==> config.mk <==
export PLATFORM = sky130hd
export DESIGN_NAME = dma_req_arbiter
export DESIGN_NICKNAME = d
export VERILOG_FILES = /design/src/rtl/dma_arb_pkg.sv /design/src/rtl/tx_urgency_detect.sv /design/src/rtl/req_qualify.sv /design/src/rtl/grant_select.sv /design/src/rtl/dma_req_arbiter.sv
export SDC_FILE = /design/constraint.sdc
export NUM_CORES = 1
export LEC_CHECK = 0
export BUFFER_PORTS_ARGS = -buffer_cell sky130_fd_sc_hd__buf_2
export CORE_MARGIN = 1.5
export CORE_UTILIZATION = 42
export DETAILED_ROUTE_END_ITERATION = 10
export GPL_TIMING_DRIVEN = 0
export HOLD_SLACK_MARGIN = 0.02
export PLACE_DENSITY_LB_ADDON = 0.1
export SYNTH_ARGS = -nofsm -noshare
export SYNTH_HDL_FRONTEND = slang
export SYNTH_HIERARCHICAL = 1
export SYNTH_SLANG_ARGS = --single-unit
==> constraint.sdc <==
create_clock -name clk -period 2.4 [get_ports clk]
set_input_delay 0.12 -clock clk [delete_from_list [all_inputs] [get_ports clk]]
set_output_delay 0.12 -clock clk [all_outputs]
set_load 0.02 [all_outputs]
==> src/rtl/dma_arb_pkg.sv <==
package dma_arb_pkg;
   typedef enum logic [1:0] {
      GNT_NONE = 2'b00,
      GNT_TX   = 2'b01,
      GNT_RX   = 2'b10
   } grant_e;

   localparam int SIDE_TX = 0;
   localparam int SIDE_RX = 1;
   localparam int NUM_SIDES = 2;
endpackage

==> src/rtl/tx_urgency_detect.sv <==
module tx_urgency_detect #(
   parameter int OCC_W     = 12,
   parameter int THR_W     = 6,
   parameter int UNIT_LOG2 = 5,
   parameter int THR_RESET = 4,
   parameter bit REG_OCC   = 1'b1
) (
   input  logic             clk,
   input  logic             rst_n,
   input  logic [OCC_W-1:0] occ_bytes,
   input  logic             thr_wr_en,
   input  logic [THR_W-1:0] thr_wr_data,
   output logic             tx_urgent
);
   localparam int LIM_W = THR_W + UNIT_LOG2;
   localparam int CMP_W = (OCC_W > LIM_W) ? OCC_W : LIM_W;

   generate
      if (OCC_W < 1 || THR_W < 1 || UNIT_LOG2 < 0)
         $error("tx_urgency_detect: bad width parameters");
      if (THR_RESET < 0 || THR_RESET >= (1 << THR_W))
         $error("tx_urgency_detect: THR_RESET does not fit THR_W");
   endgenerate

   logic [THR_W-1:0] thr_q;
   logic [OCC_W-1:0] occ_used;
   logic [CMP_W-1:0] limit;
   logic [CMP_W-1:0] occ_ext;

   always_ff @(posedge clk) begin
      if (!rst_n)         thr_q <= THR_W'(THR_RESET);
      else if (thr_wr_en) thr_q <= thr_wr_data;
   end

   generate
      if (REG_OCC) begin : g_reg_occ
         logic [OCC_W-1:0] occ_q;
         always_ff @(posedge clk) begin
            if (!rst_n) occ_q <= '1;
            else        occ_q <= occ_bytes;
         end
         assign occ_used = occ_q;

         assert_urgent_set_R2: assert property (@(posedge clk) disable iff (!rst_n)
            (CMP_W'(occ_bytes) < limit && !thr_wr_en) |=> tx_urgent);
         assert_urgent_clear_R2: assert property (@(posedge clk) disable iff (!rst_n)
            (CMP_W'(occ_bytes) >= limit && !thr_wr_en) |=> !tx_urgent);
      end else begin : g_comb_occ
         assign occ_used = occ_bytes;
      end
   endgenerate

   assign limit     = CMP_W'(thr_q) << UNIT_LOG2;
   assign occ_ext   = CMP_W'(occ_used);
   assign tx_urgent = (occ_ext < limit);
endmodule

==> src/rtl/req_qualify.sv <==
module req_qualify
   import dma_arb_pkg::*;
(
   input  logic [NUM_SIDES-1:0] pending,
   input  logic [NUM_SIDES-1:0] burst_ok,
   input  logic [NUM_SIDES-1:0] urgent,
   output logic [NUM_SIDES-1:0] req,
   output logic [NUM_SIDES-1:0] urg_req
);
   generate
      for (genvar s = 0; s < NUM_SIDES; s++) begin : g_side
         assign req[s]     = pending[s] & (burst_ok[s] | urgent[s]);
         assign urg_req[s] = pending[s] & urgent[s];
      end
   endgenerate
endmodule

==> src/rtl/grant_select.sv <==
module grant_select
   import dma_arb_pkg::*;
#(
   parameter bit TIE_START_TX = 1'b1
) (
   input  logic                 clk,
   input  logic                 rst_n,
   input  logic [NUM_SIDES-1:0] req,
   input  logic [NUM_SIDES-1:0] urg_req,
   input  logic                 burst_done,
   output grant_e               grant,
   output logic                 urgent_out
);
   grant_e grant_q, pick;
   logic   urg_q, last_tx_q, decide, any_urg;
   logic [NUM_SIDES-1:0] cand;

   assign decide  = (grant_q == GNT_NONE) || burst_done;
   assign any_urg = |urg_req;
   assign cand    = any_urg ? urg_req : req;

   always_comb begin
      unique case (cand)
         2'b01:   pick = GNT_TX;
         2'b10:   pick = GNT_RX;
         2'b11:   pick = last_tx_q ? GNT_RX : GNT_TX;
         default: pick = GNT_NONE;
      endcase
   end

   always_ff @(posedge clk) begin
      if (!rst_n) begin
         grant_q   <= GNT_NONE;
         urg_q     <= 1'b0;
         last_tx_q <= !TIE_START_TX;
      end else if (decide) begin
         grant_q <= pick;
         urg_q   <= (pick != GNT_NONE) && any_urg;
         if (pick == GNT_TX)      last_tx_q <= 1'b1;
         else if (pick == GNT_RX) last_tx_q <= 1'b0;
      end
   end

   assign grant      = grant_q;
   assign urgent_out = urg_q;

   assert_hold_R8: assert property (@(posedge clk) disable iff (!rst_n)
      (grant != GNT_NONE && !burst_done) |=> (grant == $past(grant) && urgent_out == $past(urgent_out)));
   assert_idle_R10: assert property (@(posedge clk) disable iff (!rst_n)
      (decide && req == '0) |=> (grant == GNT_NONE && !urgent_out));
   assert_alternate_R7: assert property (@(posedge clk) disable iff (!rst_n)
      (decide && cand == 2'b11 && last_tx_q) |=> grant == GNT_RX);
endmodule

==> src/rtl/dma_req_arbiter.sv <==
module dma_req_arbiter
   import dma_arb_pkg::*;
#(
   parameter int OCC_W        = 12,
   parameter int THR_W        = 6,
   parameter int UNIT_LOG2    = 5,
   parameter int THR_RESET    = 4,
   parameter bit REG_OCC      = 1'b1,
   parameter bit TIE_START_TX = 1'b1
) (
   input  logic             clk,
   input  logic             rst_n,
   input  logic [OCC_W-1:0] tx_occ_bytes,
   input  logic             thr_wr_en,
   input  logic [THR_W-1:0] thr_wr_data,
   input  logic             tx_pending,
   input  logic             tx_burst_ok,
   input  logic             rx_pending,
   input  logic             rx_burst_ok,
   input  logic             rx_urgent,
   input  logic             burst_done,
   output logic [1:0]       grant,
   output logic             bus_urgent
);
   logic                 tx_urgent;
   logic [NUM_SIDES-1:0] req, urg_req;
   grant_e               grant_e_w;
   logic                 decide;

   tx_urgency_detect #(
      .OCC_W(OCC_W), .THR_W(THR_W), .UNIT_LOG2(UNIT_LOG2),
      .THR_RESET(THR_RESET), .REG_OCC(REG_OCC)
   ) i_urg (
      .clk(clk), .rst_n(rst_n), .occ_bytes(tx_occ_bytes),
      .thr_wr_en(thr_wr_en), .thr_wr_data(thr_wr_data), .tx_urgent(tx_urgent)
   );

   req_qualify i_qual (
      .pending ({rx_pending,  tx_pending}),
      .burst_ok({rx_burst_ok, tx_burst_ok}),
      .urgent  ({rx_urgent,   tx_urgent}),
      .req     (req),
      .urg_req (urg_req)
   );

   grant_select #(.TIE_START_TX(TIE_START_TX)) i_sel (
      .clk(clk), .rst_n(rst_n), .req(req), .urg_req(urg_req),
      .burst_done(burst_done), .grant(grant_e_w), .urgent_out(bus_urgent)
   );

   assign grant  = grant_e_w;
   assign decide = (grant == GNT_NONE) || burst_done;

   assert_tx_preempt_R4: assert property (@(posedge clk) disable iff (!rst_n)
      (decide && tx_pending && tx_urgent && !(rx_pending && rx_urgent)) |=> (grant == GNT_TX && bus_urgent));
   assert_burst_gate_R5: assert property (@(posedge clk) disable iff (!rst_n)
      (decide && !tx_burst_ok && !tx_urgent) |=> grant != GNT_TX);
   assert_rx_preempt_R6: assert property (@(posedge clk) disable iff (!rst_n)
      (decide && rx_pending && rx_urgent && !(tx_pending && tx_urgent)) |=> grant == GNT_RX);
endmodule

=== Word-level counts from Yosys, hierarchy flattened ===
Index checks and enable logic that the tools add are counted.

* Input port bits: 27
* Register bits after elaboration: 22
* Output and inout bits: 3
* Word-level logic and storage cells: 29

* $lt $le $gt $ge: 1
* Bitwise gates (word level): 6
* Muxes and demuxes: 5
* Eq/ne operators: 5
* Reductions and logical operators: 7

{| class="wikitable"
|+ Operator list
! operator !! number
|-
| 12-bit by 11-bit < comparator with 1-bit output || 1
|-
| 2-bit equality test (second input constant) || 3
|-
| 2-bit one-hot mux with 3 select lines || 1
|-
| 1-bit AND || 4
|-
| 2-bit by 1-bit equality test with 1-bit output (second input constant) || 2
|-
| 2-bit 2-to-1 mux || 2
|-
| 2-bit nonzero test || 2
|-
| 2-bit zero test || 1
|-
| 1-bit 2-to-1 mux || 2
|-
| 1-bit bitwise OR || 2
|-
| 2-bit AND reduction || 1
|-
| 2-bit OR reduction || 1
|-
| 1-bit logical AND || 1
|-
| 1-bit logical OR || 1
|}

=== Longest topological paths before layout ===
* Word-level depth: 9
* Gate-level depth with buffers: 13
* Mapped depth without buffers: 13

=== By module ===
The synthesis kept the hierarchy.

{| class="wikitable"
|+ Modules (own cells, without submodules)
! module !! area an instance (um2) !! times used !! cells each
|-
| tx_urgency_detect || 531.8 || 1 || 51
|-
| grant_select || 236.5 || 1 || 27
|-
| req_qualify || 30.0 || 1 || 4
|}

=== Worst setup path after synthesis ===
Ideal clock, no wire load.

* Kind: register to register
* From: register i_urg.thr_q[4]
* To: register i_sel.last_tx_q
* Path buffers: 0
* Period minus slack after synthesis: 2.292 ns
* Setup slack: 0.108 ns
* Arrival: 2.172 ns
* Library setup time: 0.120 ns
* Stages on the path, launching flop included: 14
* Cells stage by stage: dfxtp_1 inv_1 ha_1 a21o_1 a211o_1 a41oi_1 and2_2 nor2b_2 o21ai_1 o21ai_1 ha_1 nand2_1 nand3_1 o21ai_1

* Longest elaborated chain between the ends: 9
* Elaborated cells on any way between the ends: 15
* Those cells by class: order compare: 1; eq/ne: 5; mux: 3; bitwise: 3; reduce/logical: 3

{| class="wikitable"
|+ Ends and longest elaborated chain
! what !! RTL line !! text
|-
| start, declared || tx_urgency_detect.sv:25 || <nowiki>logic [THR_W-1:0] thr_q;</nowiki>
|-
| start signal, assigned || tx_urgency_detect.sv:31 || <nowiki>if (!rst_n) thr_q <= THR_W'(THR_RESET);</nowiki>
|-
| start signal, assigned || tx_urgency_detect.sv:32 || <nowiki>else if (thr_wr_en) thr_q <= thr_wr_data;</nowiki>
|-
| 12-bit by 11-bit < comparator with 1-bit output * || tx_urgency_detect.sv:55 || <nowiki>assign tx_urgent = (occ_ext < limit);</nowiki>
|-
| via tx_urgent || dma_req_arbiter.sv:25 || <nowiki>logic tx_urgent;</nowiki>
|-
| 1-bit AND * || req_qualify.sv:13 || <nowiki>assign urg_req[s] = pending[s] & urgent[s];</nowiki>
|-
| via urg_req[0] || dma_req_arbiter.sv:26 || <nowiki>logic [NUM_SIDES-1:0] req, urg_req;</nowiki>
|-
| 2-bit OR reduction || grant_select.sv:19 || <nowiki>assign any_urg = |urg_req;</nowiki>
|-
| 2-bit 2-to-1 mux * || grant_select.sv:20 || <nowiki>assign cand = any_urg ? urg_req : req;</nowiki>
|-
| 2-bit equality test / 2-bit by 1-bit equality test with 1-bit output (equally long branches) || grant_select.sv:23 || <nowiki>unique case (cand)</nowiki>
|-
| 2-bit one-hot mux with 3 select lines * || grant_select.sv:23 ||
|-
| 2-bit equality test / 2-bit by 1-bit equality test with 1-bit output (equally long branches) || grant_select.sv:40, grant_select.sv:39 ||
|-
| 2-bit nonzero test (no source line) || n/a ||
|-
| 2-bit AND reduction (no source line) || n/a ||
|-
| end signal, assigned || grant_select.sv:35 || <nowiki>last_tx_q <= !TIE_START_TX;</nowiki>
|-
| end, declared || grant_select.sv:15 || <nowiki>logic urg_q, last_tx_q, decide, any_urg;</nowiki>
|}

Mark *: on every way through the listed nets, which the timed path passes. The rest lies on a longest branch.
A chain may end at the register's enable or synchronous reset.

=== Worst setup path in the final report ===
* From: register i_urg.thr_q[4]
* To: register i_sel.last_tx_q

* Longest elaborated chain between the ends: 9
* Elaborated cells on any way between the ends: 15
* Those cells by class: order compare: 1; eq/ne: 5; mux: 3; bitwise: 3; reduce/logical: 3

{| class="wikitable"
|+ Ends and longest elaborated chain
! what !! RTL line !! text
|-
| 12-bit by 11-bit < comparator with 1-bit output * || tx_urgency_detect.sv:55 ||
|-
| via tx_urgent || dma_req_arbiter.sv:25 ||
|-
| 1-bit bitwise OR * || req_qualify.sv:12 || <nowiki>assign req[s] = pending[s] & (burst_ok[s] | urgent[s]);</nowiki>
|-
| 1-bit AND * || req_qualify.sv:12 ||
|-
| via req[0] || dma_req_arbiter.sv:26 ||
|-
| 2-bit 2-to-1 mux * || grant_select.sv:20 ||
|-
| 2-bit equality test / 2-bit by 1-bit equality test with 1-bit output (equally long branches) || grant_select.sv:23 ||
|-
| 2-bit one-hot mux with 3 select lines * || grant_select.sv:23 ||
|-
| 2-bit equality test / 2-bit by 1-bit equality test with 1-bit output (equally long branches) || grant_select.sv:40, grant_select.sv:39 ||
|-
| 2-bit nonzero test (no source line) || n/a ||
|-
| 2-bit AND reduction (no source line) || n/a ||
|}

Marked as above.

==> impl_metrics.tcl <==
set metrics [dict create \
    placedCellCount 130 \
    synth_mux_area_frac 0.06270 \
    final_area_mm2 0.001127 \
    fin_nets 154 \
    clk_path_buf_depth 2 \
    cts_made_buffers 3 \
    synth_area_leaders "dfxtp_1, ha_1, mux2i_1, nand2b_1, nor2b_1" \
    dr.pass1.iters 4 \
    cp-start-kind "flip-flop" \
    place_area_um2 944.7 \
    crit_path_max_fanout 3 \
    synth_top_cell_by_area "dfxtp_1" \
    rows 15 \
    vias_per_cell 4.600 \
    cts_tree "built" \
    grt_pass1_vias 614 \
    grt_overflow 0 \
    ys_seq_area_frac 0.4263 \
    syn2layout_area_growth_pct 41.22 \
    fin_cells 145 \
    yosys.area_share.adder 0.09404 \
    p_per_area_mw_per_mm2 518.0 \
    clock-sinks 17 \
    maxCapViolations 0 \
    place_ws_ns -0.09414 \
    postRouteAntennaNets 0 \
    place.gp.congestion 0.7183 \
    drive_above_1_share 0.4083 \
    clock_tree.htree_level_count 1 \
    clk_pin_slew_ns 0.09 \
    start_util 0.4525 \
    wl_per_cell_um 10.80 \
    io_pins 30 \
    hp-class "in -> reg" \
    final.setup.tns_ns 0 \
    final-hold-violation-count 0 \
    synth.top_cell.area_share 0.4263 \
    synth_top_family_by_area "simple AND/OR/NAND/NOR gates" \
    clock_power_share 0.252 \
    timing.final.ws_setup_ns 0.1008 \
    clkLatencyLatePin_ns 0.28 \
    required_ns 2.62 \
    grt_util_all_layers 0.1669 \
    crit_type "reg -> reg" \
    ys_warn_count 6 \
    hold_slack_ns 0.05474 \
    clock-skew-final_ns 0.001291 \
    clock-root-buffer "clkbuf_4" \
    synth_fp_nets 115 \
    fp.dieH_um 46.60 \
    synth_cells 82 \
    post-route-util 0.6390 \
    drc_errors 0 \
    dp.final_hpwl_um 1011 \
    end_kind "flip-flop" \
    power_mw 0.5840 \
    portBuffers 23 \
    status "completed" \
    antenna_found_initial 0 \
    p_int_mw 0.4318 \
    synth_compound_area_frac 0.1614 \
    wirelength_um 1566 \
    max_freq_ghz 0.4349 \
    coreArea_mm2 0.001764 \
    dieWidth_um 46.60 \
    fp.dieArea_mm2 0.002171 \
    vias 667 \
    cp.arrival_ns 2.52 \
    seqPwrFrac 0.530 \
    grt_pass1_wl_um 2553 \
    synth-simple-area-share 0.2210 \
    num_antenna_cells 0 \
    synthXorXnorAreaFrac 0 \
    p_leak_nw 0.4962 \
    drt-initial-drc-count 8 \
    grt_max_degree 11 \
    comb_power_share 0.219 \
    reg2reg_slack_ns 0.10 \
    ir_drop_mv 0.4174 \
    p_switching_mw 0.1521 \
    finalSetupViolCount 0 \
    p_sw_frac 0.2605 \
    slew_viol_final 0 \
    period_minus_slack_ns 2.299 \
    synth_area_per_cell_um2 9.735 \
    synth_cell_types 29 \
    timing.final.crit_share 0.9580 \
    relSlewSlack 0.7287 \
    ys_ff_latch 17 \
    worst_pin_slew_ns 0.4069 \
    netlist_area_um2 798.3 \
]
[cell usage after synthesis]
library cell / number
nand3b_1: 1
a21oi_1: 2
mux2i_1: 5
nor2_1: 1
nor3_2: 1
o21a_1: 2
o21ai_0: 1
ha_1: 6
a21boi_1: 2
o211ai_1: 1
nand2b_1: 7
o21ba_2: 1
dfxtp_1: 17
a211o_1: 1
o21ai_1: 3
o221ai_1: 1
nand2_1: 5
nor2b_2: 2
o22ai_1: 1
a21o_1: 1
inv_1: 5
buf_2: 1
and2_2: 2
clkbuf_1: 1
o21bai_2: 1
nand3_1: 2
a41oi_1: 1
nor2b_1: 7
nor2_2: 1
[worst max-delay path: stages, from the launching register on]
cell	delay, ns
dfxtp_2	0.34
inv_2	0.04
ha_4	0.21
a21o_1	0.15
a211o_1	0.29
a41oi_2	0.21
o21a_1	0.15
nor2b_4	0.17
nor2_2	0.06
o22ai_2	0.19
ha_4	0.23
nand2_1	0.05
nand3_1	0.07
o21ai_1	0.07
[what timing repair did]
item / in CTS / in global routing
gates resized for setup: 5 / 7
cloned: 0 / 0
setup buffers: 2 / 2
hold buffers: 7 / 0
pin swaps: 4 / 5
endpoints found under the hold margin: 7 / 0
setup endpoints to repair: 2 / 2
[state kept, by name (all words and copies together), names as in the netlist]
signal                 count
i_urg/thr_q                6
i_sel/last_tx_q            1
i_urg/g_reg_occ.occ_q      7
i_sel/grant                2
i_sel/urgent_out           1
[path summary, 6_finish.rpt]
| check | start | end | cells past startpoint |
|---|---|---|---|
| max | i_urg/thr_q[4] | i_sel/last_tx_q | 13 |
| min | thr_wr_data[2] | i_urg/thr_q[2] | 3 |
| max reg2reg | i_urg/thr_q[4] | i_sel/last_tx_q | 13 |
| min reg2reg | i_urg/thr_q[2] | i_urg/thr_q[2] | 2 |
[metal layers]
layer | vias up | part of all wire | global-route usage
met3 | 0 | 0.057 | 0.05882
met5 | - | 0 | 0
met2 | 19 | 0.47 | 0.2611
met1 | 291 | 0.48 | 0.2280
met4 | 0 | 0 | 0.01714
li1 | 357 | - | -
[power by group through the flow]
stage / sequential, mW / combinational (mW) / clock, mW
after floorplan: 0.317 / 0.0630 / 0
after global placement: 0.314 / 0.0967 / 0
after detailed placement: 0.314 / 0.0987 / 0
after CTS: 0.309 / 0.116 / 0.155
after global routing: 0.312 / 0.144 / 0.164
final: 0.309 / 0.128 / 0.147
[cell families after synthesis]
logic type | count (synthesis)
AND/OR/NAND/NOR | 29
buffers and inverters | 7
adder cells (fa/ha/maj) | 6
multiplexers | 5
flip-flops | 17
AO/OA/AOI/OAI | 18
[layout make-up]
| cell class | count | area (um2) |
|---|---|---|
| clock buffer | 3 | 22.52 |
| buffer | 2 | 8.758 |
| multi-input combinational | 58 | 483.0 |
| clock inverter | 1 | 5.005 |
| fill | 180 | 636.9 |
| inverter | 5 | 18.77 |
| sequential | 17 | 342.8 |
| timing repair buffer | 34 | 215.2 |
| tap | 25 | 31.28 |
[cells in the final DEF (no fill, tap or decap), types with 4 or more instances in the layout]
cell           instances
buf_2                 24
buf_4                  4
dfxtp_1               15
dlygate4sd3_1          7
ha_1                   4
inv_1                  4
mux2i_1                5
nand2_1                5
nand2b_1               7
nor2b_1                7
Power figures use the tool's default switching activity.
